==> config.mk <==
export PLATFORM = sky130hd
export DESIGN_NAME = np_unit
export DESIGN_NICKNAME = d
export VERILOG_FILES = /design/src/rtl/np_pkg.sv /design/src/rtl/np_cond.sv /design/src/rtl/np_target.sv /design/src/rtl/np_slot.sv /design/src/rtl/np_unit.sv
export SDC_FILE = /design/constraint.sdc
export NUM_CORES = 1
export LEC_CHECK = 0
export BUFFER_PORTS_ARGS = -buffer_cell sky130_fd_sc_hd__buf_2
export CAP_MARGIN = 5
export CORE_ASPECT_RATIO = 2
export CORE_MARGIN = 2
export CORE_UTILIZATION = 41
export CTS_CLUSTER_DIAMETER = 150
export DETAILED_ROUTE_END_ITERATION = 10
export PLACE_DENSITY_LB_ADDON = 0.05
export SYNTH_ARGS = -nofsm -noshare
export SYNTH_HDL_FRONTEND = slang
export SYNTH_SLANG_ARGS = --single-unit
==> constraint.sdc <==
create_clock -name clk -period 4.9 [get_ports clk]
set_input_delay 0.49 -clock clk [delete_from_list [all_inputs] [get_ports clk]]
set_output_delay 0.49 -clock clk [all_outputs]
set_load 0.005 [all_outputs]
==> src/rtl/np_pkg.sv <==
package np_pkg;
   typedef enum logic [3:0] {
      NP_SEQ   = 4'd0,
      NP_JAL   = 4'd1,
      NP_JALX  = 4'd2,
      NP_JR    = 4'd3,
      NP_JRRA  = 4'd4,
      NP_JALR  = 4'd5,
      NP_BEQZ  = 4'd6,
      NP_BNEZ  = 4'd7,
      NP_BTEQZ = 4'd8,
      NP_BTNEZ = 4'd9,
      NP_B     = 4'd10
   } np_cls_e;

   function automatic logic np_is_jump(input np_cls_e c);
      return (c == NP_JAL) || (c == NP_JALX) || (c == NP_JR) ||
             (c == NP_JRRA) || (c == NP_JALR);
   endfunction

   function automatic logic np_is_branch(input np_cls_e c);
      return (c == NP_BEQZ) || (c == NP_BNEZ) || (c == NP_BTEQZ) ||
             (c == NP_BTNEZ) || (c == NP_B);
   endfunction
endpackage

==> src/rtl/np_cond.sv <==
module np_cond
   import np_pkg::*;
#(
   parameter int XLEN = 32
) (
   input  np_cls_e           cls,
   input  logic [XLEN-1:0]   rx_val,
   input  logic [XLEN-1:0]   t8_val,
   output logic              taken
);
   logic rx_zero;
   logic t8_zero;

   assign rx_zero = (rx_val == '0);
   assign t8_zero = (t8_val == '0);

   always_comb begin
      unique case (cls)
         NP_BEQZ:  taken = rx_zero;
         NP_BNEZ:  taken = !rx_zero;
         NP_BTEQZ: taken = t8_zero;
         NP_BTNEZ: taken = !t8_zero;
         NP_B:     taken = 1'b1;
         default:  taken = 1'b0;
      endcase
   end
endmodule

==> src/rtl/np_target.sv <==
module np_target
   import np_pkg::*;
#(
   parameter int XLEN   = 32,
   parameter int JIDX_W = 26,
   parameter int BOFF_W = 11,
   parameter int COND_W = 8
) (
   input  np_cls_e           cls,
   input  logic [XLEN-1:0]   pc,
   input  logic [JIDX_W-1:0] jidx,
   input  logic [BOFF_W-1:0] boff,
   input  logic [XLEN-1:0]   rx_val,
   input  logic [XLEN-1:0]   ra_val,
   output logic [XLEN-1:0]   seq_pc,
   output logic [XLEN-1:0]   jump_tgt,
   output logic [XLEN-1:0]   br_tgt
);
   localparam logic [XLEN-1:0] SHORT_LEN = XLEN'(2);
   localparam logic [XLEN-1:0] LONG_LEN  = XLEN'(4);

   logic            is_long;
   logic [XLEN-1:0] long_raw;
   logic [XLEN-1:0] off_near;
   logic [XLEN-1:0] off_far;
   logic [XLEN-1:0] br_off;

   assign is_long = (cls == NP_JAL) || (cls == NP_JALX);
   assign seq_pc  = pc + (is_long ? LONG_LEN : SHORT_LEN);

   generate
      if (XLEN > JIDX_W) begin : g_keep_upper
         assign long_raw = {seq_pc[XLEN-1:JIDX_W], jidx};
      end else begin : g_bad_width
         $error("np_target: XLEN must exceed JIDX_W");
         assign long_raw = '0;
      end
   endgenerate

   assign off_near = XLEN'($signed(boff[COND_W-1:0])) << 2;
   assign off_far  = XLEN'($signed(boff)) << 2;
   assign br_off   = (cls == NP_B) ? off_far : off_near;
   assign br_tgt   = pc + SHORT_LEN + br_off;

   always_comb begin
      unique case (cls)
         NP_JAL:  jump_tgt = long_raw;
         NP_JALX: jump_tgt = {long_raw[XLEN-1:1], ~long_raw[0]};
         NP_JRRA: jump_tgt = ra_val;
         default: jump_tgt = rx_val;
      endcase
   end
endmodule

==> src/rtl/np_slot.sv <==
module np_slot #(
   parameter int XLEN = 32
) (
   input  logic            clk,
   input  logic            rst_n,
   input  logic            arm,
   input  logic            retire,
   input  logic [XLEN-1:0] jump_pc,
   input  logic [XLEN-1:0] target,
   output logic            slot_q,
   output logic [XLEN-1:0] saved_pc,
   output logic [XLEN-1:0] pend_tgt
);
   always_ff @(posedge clk) begin
      if (!rst_n) begin
         slot_q   <= 1'b0;
         saved_pc <= '0;
         pend_tgt <= '0;
      end else if (arm) begin
         slot_q   <= 1'b1;
         saved_pc <= jump_pc;
         pend_tgt <= target;
      end else if (retire) begin
         slot_q   <= 1'b0;
      end
   end


   slot_close_chk: assert property (@(posedge clk) disable iff (!rst_n)
      slot_q && retire |=> !slot_q);


   slot_base_chk: assert property (@(posedge clk) disable iff (!rst_n)
      arm |=> saved_pc == $past(jump_pc));
endmodule

==> src/rtl/np_unit.sv <==
module np_unit
   import np_pkg::*;
#(
   parameter int              XLEN      = 32,
   parameter int              JIDX_W    = 26,
   parameter int              BOFF_W    = 11,
   parameter int              COND_W    = 8,
   parameter logic [XLEN-1:0] RESET_VEC = 32'h0000_1000
) (
   input  logic              clk,
   input  logic              rst_n,
   input  logic              step,
   input  logic [3:0]        cls,
   input  logic [JIDX_W-1:0] jidx,
   input  logic [BOFF_W-1:0] boff,
   input  logic [XLEN-1:0]   rx_val,
   input  logic [XLEN-1:0]   t8_val,
   input  logic [XLEN-1:0]   ra_val,
   output logic [XLEN-1:0]   pc_o,
   output logic [XLEN-1:0]   base_pc_o,
   output logic              slot_o,
   output logic              ra_we_o,
   output logic [XLEN-1:0]   ra_wdata_o,
   output logic              mode_flip_o,
   output logic              illegal_o
);
   localparam logic [XLEN-1:0] SLOT_SKIP = XLEN'(2);

   generate
      if (COND_W > BOFF_W || COND_W < 2) begin : g_cond_chk
         $error("np_unit: COND_W must lie in 2..BOFF_W");
      end
      if (XLEN < 16) begin : g_xlen_chk
         $error("np_unit: XLEN too small");
      end
   endgenerate

   np_cls_e         cls_e;
   logic            is_jump;
   logic            is_branch;
   logic            taken;
   logic            arm;
   logic            fresh;
   logic [XLEN-1:0] pc_q;
   logic [XLEN-1:0] seq_pc;
   logic [XLEN-1:0] jump_tgt;
   logic [XLEN-1:0] br_tgt;
   logic [XLEN-1:0] saved_pc;
   logic [XLEN-1:0] pend_tgt;
   logic            slot_q;

   assign cls_e     = np_cls_e'(cls);
   assign is_jump   = np_is_jump(cls_e);
   assign is_branch = np_is_branch(cls_e);
   assign fresh     = step && !slot_q;
   assign arm       = fresh && is_jump;

   np_cond #(.XLEN(XLEN)) u_cond (
      .cls    (cls_e),
      .rx_val (rx_val),
      .t8_val (t8_val),
      .taken  (taken)
   );

   np_target #(
      .XLEN   (XLEN),
      .JIDX_W (JIDX_W),
      .BOFF_W (BOFF_W),
      .COND_W (COND_W)
   ) u_target (
      .cls      (cls_e),
      .pc       (pc_q),
      .jidx     (jidx),
      .boff     (boff),
      .rx_val   (rx_val),
      .ra_val   (ra_val),
      .seq_pc   (seq_pc),
      .jump_tgt (jump_tgt),
      .br_tgt   (br_tgt)
   );

   np_slot #(.XLEN(XLEN)) u_slot (
      .clk      (clk),
      .rst_n    (rst_n),
      .arm      (arm),
      .retire   (step && slot_q),
      .jump_pc  (pc_q),
      .target   (jump_tgt),
      .slot_q   (slot_q),
      .saved_pc (saved_pc),
      .pend_tgt (pend_tgt)
   );

   always_ff @(posedge clk) begin
      if (!rst_n) begin
         pc_q <= RESET_VEC;
      end else if (step) begin
         if (slot_q)
            pc_q <= pend_tgt;
         else if (is_branch && taken)
            pc_q <= br_tgt;
         else
            pc_q <= seq_pc;
      end
   end

   assign pc_o        = pc_q;
   assign slot_o      = slot_q;
   assign base_pc_o   = slot_q ? saved_pc : pc_q;
   assign ra_we_o     = fresh && (cls_e == NP_JALR);
   assign ra_wdata_o  = seq_pc + SLOT_SKIP;
   assign mode_flip_o = fresh && (cls_e == NP_JALX);
   assign illegal_o   = step && slot_q && (is_jump || is_branch);


   jump_opens_slot_chk: assert property (@(posedge clk) disable iff (!rst_n)
      arm |=> slot_o && (pc_o == $past(seq_pc)));


   idle_hold_chk: assert property (@(posedge clk) disable iff (!rst_n)
      !step |=> $stable(pc_o));


   link_needs_step_chk: assert property (@(posedge clk) disable iff (!rst_n)
      ra_we_o |-> step && !illegal_o);


   flip_needs_step_chk: assert property (@(posedge clk) disable iff (!rst_n)
      mode_flip_o |-> step && !slot_o);


   illegal_in_slot_chk: assert property (@(posedge clk) disable iff (!rst_n)
      illegal_o |-> slot_o);


   branch_no_slot_chk: assert property (@(posedge clk) disable iff (!rst_n)
      fresh && is_branch |=> !slot_o);
endmodule

# After elaboration in Yosys (flattened, before gate mapping)
# Index checks and enable logic that the tools add are counted.
dict set report classes {
  add_sub_neg 4
  mux 9
  n_bitwise 1
  reduce_logical 22
  n_eq_ne 10
}
# op count
set ops {}
lappend ops {{$mux W32} 4}
lappend ops {{$pmux W32 S3} 1}
lappend ops {{$add A32 B2 Y32 const B} 2}
lappend ops {{$add A32 B32 Y32} 2}
lappend ops {{$logic_not A32 Y1} 2}
lappend ops {{$eq A4 B3 Y1 const B} 4}
lappend ops {{$eq A4 B4 Y1 const B} 3}
lappend ops {{$logic_or A1 B1 Y1} 9}
lappend ops {{$eq A4 B2 Y1 const B} 2}
lappend ops {{$logic_and A1 B1 Y1} 7}
lappend ops {{$pmux W1 S5} 1}
lappend ops {{$eq A4 B1 Y1 const B} 1}
lappend ops {{$logic_not A1 Y1} 3}
lappend ops {{$mux W3} 1}
lappend ops {{$mux W1} 2}
lappend ops {{$reduce_bool A2 Y1} 1}
lappend ops {{$not A1 Y1} 1}
dict set report word_totals {
  register_bits 97
  out_inout_bits 100
  input_bits 140
  word_cells 50
}

# Logic depth before layout (Yosys ltp)
dict set report depth {
  ltp_word 8
  ltp_mapped 15
  depth_no_buf 14
}

# By module
# From an unflattened synthesis, not the netlist that was laid out.
dict set report hier_totals {
  hier_cells 1146
  hier_area_um2 8832.2
}
# module instances area_per_inst_um2 seq_area_each_um2 cells_each
set modules_own_cells {}
lappend modules_own_cells {np_target 1 3254.4 0.0 489}
lappend modules_own_cells {np_unit 1 2890.3 640.6 418}
lappend modules_own_cells {np_slot 1 2497.4 1301.2 209}
lappend modules_own_cells {np_cond 1 190.2 0.0 30}

# Worst setup path before layout
# OpenSTA, ideal clock, no wires.
dict set report synth_timing {
  kind {input -> output}
  startpoint {input cls[0]}
  endpoint {output ra_wdata_o[28]}
  n_path_buf 2
  slack_ps 834
  cell_stages 15
  t_required_ps 4410
  arrival_ps 3576
  path_cell_list {xnor2_1 nand2b_1 inv_2 clkbuf_1 nor2_1 fa_1 nand2_1 or4_1 buf_2 or3b_1 nand3_2 o211ai_4 nor4_4 nand3_1 xor2_1}
}
dict set report synth_between {
  elab_chain_cells 5
  elab_cells_between_ends 6
  cone_classes {add/sub: 2; eq/ne: 2; mux: 1; reduce/logical: 1}
}
# item line_no
set synth_rtl {}
lappend synth_rtl {{from (decl)} np_unit.sv:13} ;# input logic [3:0] cls,
lappend synth_rtl {{$eq A4 B1 Y1 or $eq A4 B2 Y1 (tied branches)} np_target.sv:28} ;# assign is_long = (cls == NP_JAL) || (cls == NP_JALX);
lappend synth_rtl {{$logic_or A1 B1 Y1 (*)} np_target.sv:28}
lappend synth_rtl {{$mux W3 (*)} np_target.sv:29} ;# assign seq_pc = pc + (is_long ? LONG_LEN : SHORT_LEN);
lappend synth_rtl {{$add A32 B32 Y32 (*)} np_target.sv:29}
lappend synth_rtl {{$add A32 B2 Y32 (*)} np_unit.sv:111} ;# assign ra_wdata_o = seq_pc + SLOT_SKIP;
lappend synth_rtl {{to (decl)} np_unit.sv:23} ;# output logic [XLEN-1:0] ra_wdata_o,
# Mark *: on every way between the ends. The rest lies on a longest branch, timed or not.

# Worst setup path in the final report
dict set report layout_timing {
  startpoint {input cls[1]}
  endpoint {output ra_wdata_o[28]}
}
# Same word-level chain as after synthesis.

==> impl_metrics.ini <==
[cts]
tritoncts_num_sinks = 97
htree_num_levels = 3
ctsLongestPathBuffers = 2
clock_pin_slew_on_the_worst_setup_and_hold_paths_ps = 70
clkLatencyLatePin_ps = 360
post_cts_setup_buffers = 0
cts_hold_buf = 0
cts-buffers-inserted = 9
tritoncts = built
cts_root_buf = sky130_fd_sc_hd__clkbuf_16

[yosys]
asyncSetResetFlopFracSynth = 0
syn-instance-count = 1121
syn-cell-area_um2 = 8440
synth_nets = 1294
postSynthRegisterBits = 97
cell_with_the_most_instances_after_synthesis = sky130_fd_sc_hd__nand2_1
synth-warning-count = 0
avgSynthCellArea_um2 = 7.53
yosys-top-cells-count = sky130_fd_sc_hd__nand2_1, sky130_fd_sc_hd__dfxtp_1, sky130_fd_sc_hd__o21ai_0, sky130_fd_sc_hd__clkbuf_1, sky130_fd_sc_hd__nor2_1
synth.largest_area_cell = sky130_fd_sc_hd__dfxtp_1
synth-edff-count = 0
synth.top_cell.area_share = 0.230
dominantRegCellSynth = sky130_fd_sc_hd__dfxtp_1
ys_top_cells_by_area = sky130_fd_sc_hd__dfxtp_1, sky130_fd_sc_hd__nand2_1, sky130_fd_sc_hd__xnor2_1
yosysUniqueCellTypes = 88
ys_seq_area_frac = 0.230

[power]
power.leakage_uw = 0.00433
share_comb_of_total_power = 0.329
vdd_drop_max_mv = 0.143
seq_power_share = 0.374
p_int_uw = 1560
switchingPower_uw = 916
power-per-cell-area_nw_per_um2 = 243
switching_share = 0.371
power.total_uw = 2470
fraction_of_power_consumed_by_the_clock_network = 0.297

[min_path]
min_delay_path_depth = 3
hold_path.class = in -> reg

[floorplan]
placement_rows = 74
floorplan.io_pins = 240
coreArea_um2 = 20300
die_w_um = 105
initial_core_util = 0.416
die_height_um = 207
fp.dieArea_um2 = 21800

[grt]
global_route.usage.total = 0.295
grt_first_pass_wirelength_um = 49600
global_route.overflow_total = 0
grt_pass1_vias = 8777
grt_max_degree = 63
grt_antenna_before_repair = 0

[route]
routed_wire_length_per_instance_um = 20.7
drt_iter0_drc = 462
drt_first_pass_iters = 5
final_antenna_net_count = 0
drc = 0
viasPerCell = 5.90
dr_total_vias = 9377
routed_wire_length_um = 32900

[timing]
setup_total_negative_slack_ps = 0
finalSetupViolCount = 0
fmax_mhz = 213
timing.final.hold_violations = 0
skew_ps = 9.88
rsz0062_at_grt = no
timing.final.crit_share = 0.956
tightest_slew_ps = 854
post-route-min-period_ps = 4690
max-slew-margin-rel = 0.431
final_max_slew_viol_count = 0

[setup_path]
worst-path-max-fanout = 15
worstPathRequired_ps = 4410
cp_data_arrival_time_ps = 4200
timing.critical_path.to_type = output pin
timing.setup.critical_path_class = in -> out
r2r.worst_path.cells = 9
crit_path_start_kind = input pin

[cells_and_area]
flow.area_growth_from_synthesis_pct = 20.7
final_cells = 1589
post_route_cells_drive_above_1_share = 0.266
finalCoreUtilization = 0.503
final.fill_count = 2102
ant_cells = 0
multi_input_comb_area_um2 = 6060
seq_area_um2 = 1950
final_net_count = 1491

[place]
post-dp-hpwl_um = 25400
finalWeightedCongestion = 1.01
buffer_ports.inserted = 239
dpl.cell_count = 1573

[outcome]
outcome = completed

[job]
maxCapViolCount = 0
-- flip-flops by register name, summed over array words and instances, names as in the netlist --
signal and flops:
pc_o 32, u_slot.pend_tgt 32, u_slot.saved_pc 32, u_slot.slot_q 1
-- worst max-delay path, cell delays in order --
cell                       delay [ps]
sky130_fd_sc_hd__buf_2            280
sky130_fd_sc_hd__xnor2_2          180
sky130_fd_sc_hd__nand2b_1         190
sky130_fd_sc_hd__inv_2             80
sky130_fd_sc_hd__nor2_1           120
sky130_fd_sc_hd__fa_1             350
sky130_fd_sc_hd__nand2_1          230
sky130_fd_sc_hd__or4_1            490
sky130_fd_sc_hd__or3b_1           410
sky130_fd_sc_hd__nand3_2          140
sky130_fd_sc_hd__o211ai_4         130
sky130_fd_sc_hd__nor4_4           500
sky130_fd_sc_hd__nand3_1          160
sky130_fd_sc_hd__xor2_1           260
sky130_fd_sc_hd__buf_2            170
-- cell type report --
class                           count  share of cell area
Multi-Input combinational cell    914               0.595
Sequential cell                    97               0.191
Timing Repair Buffer              274               0.144
Tap cell                          266              0.0327
Clock buffer                       10              0.0235
Inverter                           22             0.00810
Clock inverter                      6             0.00565
-- routing by layer --
layer | up-vias | GRT usage | share of wire
met5 | - | 0 | 0
met3 | 65 | 0.0292 | 0.049
met2 | 377 | 0.539 | 0.52
met4 | 0 | 0.141 | 0.039
met1 | 4389 | 0.340 | 0.40
li1 | 4546 | - | -
-- power by group through the flow --
| stage | Sequential, uW | Combinational [uW] | Clock (uW) |
|---|---|---|---|
| 2_1_floorplan | 890 | 535 | 0 |
| 3_3_place_gp | 938 | 802 | 0 |
| 3_5_place_dp | 940 | 804 | 0 |
| 4_1_cts | 921 | 809 | 747 |
| 5_1_grt | 930 | 892 | 774 |
| 6_report | 924 | 814 | 734 |
-- final timing paths --
kind | from | endpoint | slack, ps
worst max-delay path | cls[1] | ra_wdata_o[28] | 210
worst min-delay path | rx_val[19] | u_slot.pend_tgt[19]$_SDFFE_PN0P_ | 380
worst max register to register | pc_o[3]$_SDFFE_PN0P_ | pc_o[31]$_SDFFE_PN0P_ | 1420
worst min register to register | u_slot.saved_pc[16]$_SDFFE_PN0P_ | u_slot.saved_pc[16]$_SDFFE_PN0P_ | 460
-- cell usage in the layout, fill, tap and decap left out, types with 20 or more instances in the layout --
cell type                  synthesis  layout
sky130_fd_sc_hd__ha_1             31      31
sky130_fd_sc_hd__inv_1            21      21
sky130_fd_sc_hd__a21boi_0         38      38
sky130_fd_sc_hd__buf_2             4     239
sky130_fd_sc_hd__nand4_1          22      22
sky130_fd_sc_hd__o21ai_0          79      79
sky130_fd_sc_hd__a21oi_1          59      59
sky130_fd_sc_hd__nor3_1           24      23
sky130_fd_sc_hd__nand3_1          36      36
sky130_fd_sc_hd__a31oi_1          28      28
sky130_fd_sc_hd__nor2_1           64      62
sky130_fd_sc_hd__dfxtp_1          97      96
sky130_fd_sc_hd__buf_4             2      34
sky130_fd_sc_hd__xor2_1           20      20
sky130_fd_sc_hd__mux2_2           28      28
sky130_fd_sc_hd__xnor2_1          51      50
sky130_fd_sc_hd__nand2_1         157     157
sky130_fd_sc_hd__nor4_1           22      22
-- what timing repair did --
item                                    in CTS  in global routing
gates resized for setup                      0                  2
hold endpoints to repair                     0                  0
endpoints found under the setup margin       0                  5
-- logic make-up after synthesis --
group                      count (synthesis)  synth area share
and+or+nand+nor                          423             0.253
muxes                                     43            0.0551
buffers and inverters                    110            0.0575
AOI/OAI and AO/OA                        343             0.276
DFF                                       97             0.230
adders and majority gates                 33            0.0507
xor gates and xnor gates                  72            0.0769
-- metrics by stage --
step	instance area [um2]	hold slack [ps]	worst slack, ps
6_report	10200	382	214
5_1_grt	10200	385	25.0
4_1_cts	10200	374	226
3_5_place_dp	9880	453	247
3_3_place_gp	9880	447	344
2_1_floorplan	8440	440	834
Power figures use the tool's default switching activity.
